[src/rtl/iea_pkg.sv]
package iea_pkg;
  localparam int unsigned OPW = 4;

  typedef enum logic [OPW-1:0] {
    OP_ADD   = 4'd0,
    OP_SUB   = 4'd1,
    OP_AND   = 4'd2,
    OP_OR    = 4'd3,
    OP_XOR   = 4'd4,
    OP_NOR   = 4'd5,
    OP_UPPER = 4'd6,
    OP_SLL   = 4'd7,
    OP_SRL   = 4'd8,
    OP_SRA   = 4'd9,
    OP_SLLV  = 4'd10,
    OP_SRLV  = 4'd11,
    OP_SRAV  = 4'd12,
    OP_SLT   = 4'd13,
    OP_SLTU  = 4'd14
  } iea_op_e;

  // operations that accept the immediate as second operand
  function automatic logic has_imm_form(input logic [OPW-1:0] op);
    return (op == OP_ADD) || (op == OP_AND) || (op == OP_OR) ||
           (op == OP_XOR) || (op == OP_SLT) || (op == OP_SLTU);
  endfunction

  // logic operations extend their immediate with zeros
  function automatic logic wants_zero_fill(input logic [OPW-1:0] op);
    return (op == OP_AND) || (op == OP_OR) || (op == OP_XOR);
  endfunction

  function automatic logic is_var_shift(input logic [OPW-1:0] op);
    return (op == OP_SLLV) || (op == OP_SRLV) || (op == OP_SRAV);
  endfunction
endpackage

[src/rtl/iea_imm_ext.sv]
module iea_imm_ext #(
  parameter int unsigned DW = 32,
  parameter int unsigned IW = 16
) (
  input  logic [IW-1:0] imm,
  input  logic          zero_fill,
  output logic [DW-1:0] ext
);
  localparam int unsigned PADW = DW - IW;

  function automatic logic [DW-1:0] widen(input logic [IW-1:0] v, input logic zf);
    logic pad_bit;
    pad_bit = zf ? 1'b0 : v[IW-1];
    return {{PADW{pad_bit}}, v};
  endfunction

  assign ext = widen(imm, zero_fill);
endmodule

[src/rtl/iea_shifter.sv]
module iea_shifter #(
  parameter int unsigned DW  = 32,
  parameter int unsigned SHW = $clog2(DW)
) (
  input  logic [DW-1:0]  din,
  input  logic [SHW-1:0] amt,
  input  logic           to_left,
  input  logic           arith,
  output logic [DW-1:0]  dout
);
  function automatic logic [DW-1:0] flip(input logic [DW-1:0] v);
    logic [DW-1:0] r;
    for (int i = 0; i < int'(DW); i++) r[i] = v[DW-1-i];
    return r;
  endfunction

  logic [DW-1:0] stage [SHW+1];
  logic          fill;

  // a left shift is a right shift of the bit-reversed operand
  assign stage[0] = to_left ? flip(din) : din;
  assign fill     = arith & ~to_left & din[DW-1];

  for (genvar k = 0; k < int'(SHW); k++) begin : g_stage
    localparam int unsigned STEP = 1 << k;
    assign stage[k+1] = amt[k] ? {{STEP{fill}}, stage[k][DW-1:STEP]} : stage[k];
  end

  assign dout = to_left ? flip(stage[SHW]) : stage[SHW];
endmodule

[src/rtl/iea_addsub_cmp.sv]
module iea_addsub_cmp #(
  parameter int unsigned DW = 32
) (
  input  logic [DW-1:0] a,
  input  logic [DW-1:0] b,
  output logic [DW-1:0] sum,
  output logic [DW-1:0] diff,
  output logic          lt_signed,
  output logic          lt_unsigned
);
  logic [DW:0] wide_diff;

  function automatic logic signed_less(input logic a_msb, input logic b_msb,
                                       input logic d_msb);
    // differing signs: the negative one is smaller; else the difference sign
    return (a_msb ^ b_msb) ? a_msb : d_msb;
  endfunction

  assign sum         = a + b;
  assign wide_diff   = {1'b0, a} - {1'b0, b};
  assign diff        = wide_diff[DW-1:0];
  assign lt_unsigned = wide_diff[DW];
  assign lt_signed   = signed_less(a[DW-1], b[DW-1], wide_diff[DW-1]);
endmodule

[src/rtl/int_exec_alu.sv]
module int_exec_alu
  import iea_pkg::*;
#(
  parameter int unsigned DW  = 32,
  parameter int unsigned IW  = 16,
  parameter int unsigned SHW = $clog2(DW)
) (
  input  logic [OPW-1:0] op_sel,
  input  logic [DW-1:0]  rs_val,
  input  logic [DW-1:0]  rt_val,
  input  logic [IW-1:0]  imm_val,
  input  logic [SHW-1:0] shamt_val,
  input  logic           imm_mode,
  output logic [DW-1:0]  result
);
  localparam int unsigned LOWW = DW - IW;

  logic [DW-1:0]  imm_ext_w;
  logic [DW-1:0]  opb_w;
  logic           use_imm_w;
  logic [SHW-1:0] shift_amt_w;
  logic           shift_left_w;
  logic           shift_arith_w;
  logic [DW-1:0]  shift_out_w;
  logic [DW-1:0]  sum_w;
  logic [DW-1:0]  diff_w;
  logic           lt_s_w;
  logic           lt_u_w;

  iea_imm_ext #(.DW(DW), .IW(IW)) u_ext (
    .imm       (imm_val),
    .zero_fill (wants_zero_fill(op_sel)),
    .ext       (imm_ext_w)
  );

  assign use_imm_w = imm_mode & has_imm_form(op_sel);
  assign opb_w     = use_imm_w ? imm_ext_w : rt_val;

  iea_addsub_cmp #(.DW(DW)) u_arith (
    .a           (rs_val),
    .b           (opb_w),
    .sum         (sum_w),
    .diff        (diff_w),
    .lt_signed   (lt_s_w),
    .lt_unsigned (lt_u_w)
  );

  assign shift_amt_w   = is_var_shift(op_sel) ? rt_val[SHW-1:0] : shamt_val;
  assign shift_left_w  = (op_sel == OP_SLL) || (op_sel == OP_SLLV);
  assign shift_arith_w = (op_sel == OP_SRA) || (op_sel == OP_SRAV);

  iea_shifter #(.DW(DW), .SHW(SHW)) u_shift (
    .din     (rs_val),
    .amt     (shift_amt_w),
    .to_left (shift_left_w),
    .arith   (shift_arith_w),
    .dout    (shift_out_w)
  );

  always_comb begin
    result = '0;
    case (op_sel)
      OP_ADD:   result = sum_w;
      OP_SUB:   result = diff_w;
      OP_AND:   result = rs_val & opb_w;
      OP_OR:    result = rs_val | opb_w;
      OP_XOR:   result = rs_val ^ opb_w;
      OP_NOR:   result = ~(rs_val | rt_val);
      OP_UPPER: result = {imm_val, {LOWW{1'b0}}};
      OP_SLL, OP_SRL, OP_SRA,
      OP_SLLV, OP_SRLV, OP_SRAV: result = shift_out_w;
      OP_SLT:   result = {{(DW-1){1'b0}}, lt_s_w};
      OP_SLTU:  result = {{(DW-1){1'b0}}, lt_u_w};
      default:  result = '0;
    endcase
  end
endmodule

[config.mk]
export PLATFORM = sky130hd
export DESIGN_NAME = int_exec_alu
export DESIGN_NICKNAME = d
export VERILOG_FILES = /design/src/rtl/iea_pkg.sv /design/src/rtl/iea_imm_ext.sv /design/src/rtl/iea_shifter.sv /design/src/rtl/iea_addsub_cmp.sv /design/src/rtl/int_exec_alu.sv
export SDC_FILE = /design/constraint.sdc
export NUM_CORES = 1
export LEC_CHECK = 0
export ABC_AREA = 1
export BUFFER_PORTS_ARGS = -buffer_cell sky130_fd_sc_hd__buf_2
export CORE_ASPECT_RATIO = 1.4
export CORE_MARGIN = 2
export CORE_UTILIZATION = 40
export DETAILED_ROUTE_END_ITERATION = 8
export PLACE_DENSITY = 0.72
export SLEW_MARGIN = 20
export SYNTH_ARGS = -nofsm -noshare
export SYNTH_HDL_FRONTEND = slang
export SYNTH_SLANG_ARGS = --single-unit
[constraint.sdc]
create_clock -name vclk -period 4.5
set_input_delay 0.45 -clock vclk [all_inputs]
set_output_delay 0.45 -clock vclk [all_outputs]
set_load 0.01 [all_outputs]
==> key figures <==
Timing
  • Worst slew pin tran: 1100 ps
  • Rel. slew slack: 0.263
  • Min Hold Slack: 1460 ps
  • Unrepaired setup endpoints after global routing: true
  • Slew Limit Fails: 0
  • Final setup vio count: 5
  • Fmax: 214 MHz
  • Final Hold Vio Count: 0
  • Post-layout min period: 4680 ps
  • Tcrit/Tclk final: 1.04
  • Final worst slack: -178 ps

Critical path
  • Critical path startpoint category: input pin
  • Critical Path AT: 4230 ps
  • Critical path required time: 4050 ps
  • CP max stage delay: 440 ps
  • Slowest-stage cell, CP: fa_2
  • Cell with the most instances on the worst path: buf_6
  • Setup CP Type: in2out
  • CP startpoint: op_sel[2]
  • Critical Path End Type: output port
  • Crit path max fanout: 8

Synthesis
  • Post-synth cell types: 44
  • Syn avg cell area: 5.04 sq um
  • Syn nets: 1957
  • Dominant cells by area after synthesis: nand2_1 (19%), nand3_1 (18%), ha_1 (14%)
  • Sequential area share after synthesis: 0
  • Syn Std Cell Area: 8900 sq um
  • Mapped Cells: 1766
  • Yosys top cell by area: nand2_1
  • Yosys warning count: 0
  • Share of the synthesized area in the top cell type: 0.190

Cells and area
  • Layout area overhead: 47.7%
  • Fin nets: 2360
  • Layout sequential cell count: 0
  • Register Area: 0 sq um
  • Ratio of cells with drive above 1 in the final layout: 0.305
  • Clock buffer cells: 0
  • Post-layout util: 0.601

Detailed routing
  • DRC Markers: 0
  • Drt pass-1 iters: 5
  • 1st-iter DRT viols: 1964
  • Vias: 14700
  • Average wire per standard cell: 23.0 um
  • DR vias/cell: 5.97
  • ANT nets after route: 0
  • WL final: 56800 um

Global route
  • GRT overflow: 0
  • Antenna violations before repair: 3
  • Vias in the first global route: 13700
  • Global-route wire length before repair: 80100 um
  • Largest net degree at the start of global routing: 59
  • Total Routing Usage GR: 0.456

Floorplan
  • Initial Util: 0.407
  • IO Pins: 122
  • Row count: 64
  • Die Y-Extent: 180 um
  • Core area: 21900 sq um
  • Die ar.: 23500 sq um
  • Width of the die: 130 um

Clocking
  • Hold_buf cts: 0

Place
  • IO buf count: 122
  • Final RePlAce weighted congestion: 1.11
  • DPL Wire Length: 44500 um
  • Place WS: -561 ps

Status
  • Failing checks: setup timing
  • Status: finished with violations

Power and ir drop
  • Pwr/cell area: 187 nW/um^2
  • Leak: 6.95 nW
  • Peak VDD IR: 0.107 mV

Run
  • Max-Cap Viols: 0

Worst hold path
  • Worst Hold Launch: rt_val[29]
  • Worst hold path class: in2out
==> layout by cell type (no fill, tap or decap), drive strengths merged, types with 26 or more instances in the layout <==
cell	instances
o22ai	26
nand2	454
nor3	44
nand3	327
inv	222
ha	98
nor2	136
a21oi	126
o21ai	142
buf	487
==> routing by layer <==
metal  vias up  wire length (um)  track usage
li1       6743                 -            -
met1      6715             19100        0.503
met2       952             24400        0.710
met3       299              6080       0.0980
met4         2              7100        0.435
met5         -                11            0
==> Yosys cell counts (all sizes together) <==
library cell and n:
fa 3, clkinv 3, o21bai 9, a221oi 3, xor2 4, o31ai 2, o22ai 26, o211ai 6
or2 11, o32ai 2, o221ai 4, and2 1, o21a 3, buf 37, inv 222, o41ai 1
o21ai 142, nand4 7, o2111ai 3, a21boi 2, a2111oi 15, a21o 2, nor2 136, nor4 8
clkbuf 50, nand2 454, nand3 327, a31oi 8, a21oi 126, ha 98, a211oi 7, nor3 44
==> worst max-delay path, delay by kind of cell <==
| family | cells | cell delay [ps] |
|---|---|---|
| adders and majority gates | 2 | 670 |
| AOI/OAI and AO/OA | 8 | 1040 |
| buffers and inverters | 9 | 1180 |
| and+or+nand+nor | 10 | 860 |
==> kinds of logic after synthesis <==
kind of cell	count (synthesis)	synth area share
buf+inv	312	0.141
simple gates	988	0.479
compound gates	361	0.231
fa+ha+maj	101	0.145
xor+xnor	4	0.00394
==> report_power, final <==
group / switching (W) / leakage [nW] / internal [W] / total, W
Sequential: 0 / 0 / 0 / 0
Clock: 0 / 0.0000127 / 0.0000000000594 / 0.0000000000595
Combinational: 0.00150 / 6.95 / 0.000964 / 0.00246
Total: 0.00150 / 6.95 / 0.000964 / 0.00246
==> repair_timing <==
item,in CTS,in global routing
setup buffers,19,18
setup endpoints to repair,20,25
cloned,0,1
resized for setup,112,134
pin swaps,32,45
==> metrics by stage <==
stage | setup TNS, ps | std cells | power [W] | cell area, sq um
2_1_floorplan | 0 | 1766 | 0.00108 | 8910
4_1_cts | -93.6 | 2445 | 0.00222 | 12400
3_5_place_dp | -3780 | 2426 | 0.00212 | 12000
6_report | -727 | 2466 | 0.00246 | 13100
5_1_grt | -2340 | 2465 | 0.00261 | 13100
3_3_place_gp | -2430 | 2426 | 0.00211 | 12000
==> area by class of cell <==
type | instances | area [sq um]
diodes | 2 | 5.00
fillers | 2271 | 8720
multi-input cells | 1454 | 8400
well taps | 297 | 372
inverters | 225 | 858
repair buffers | 488 | 3510
==> final timing paths <==
kind / cells past startpoint / end / slack (ps)
max: 29 / result[31] / -180
min: 5 / result[29] / 1460
Note: power is estimated with default switching activity, not from simulation.
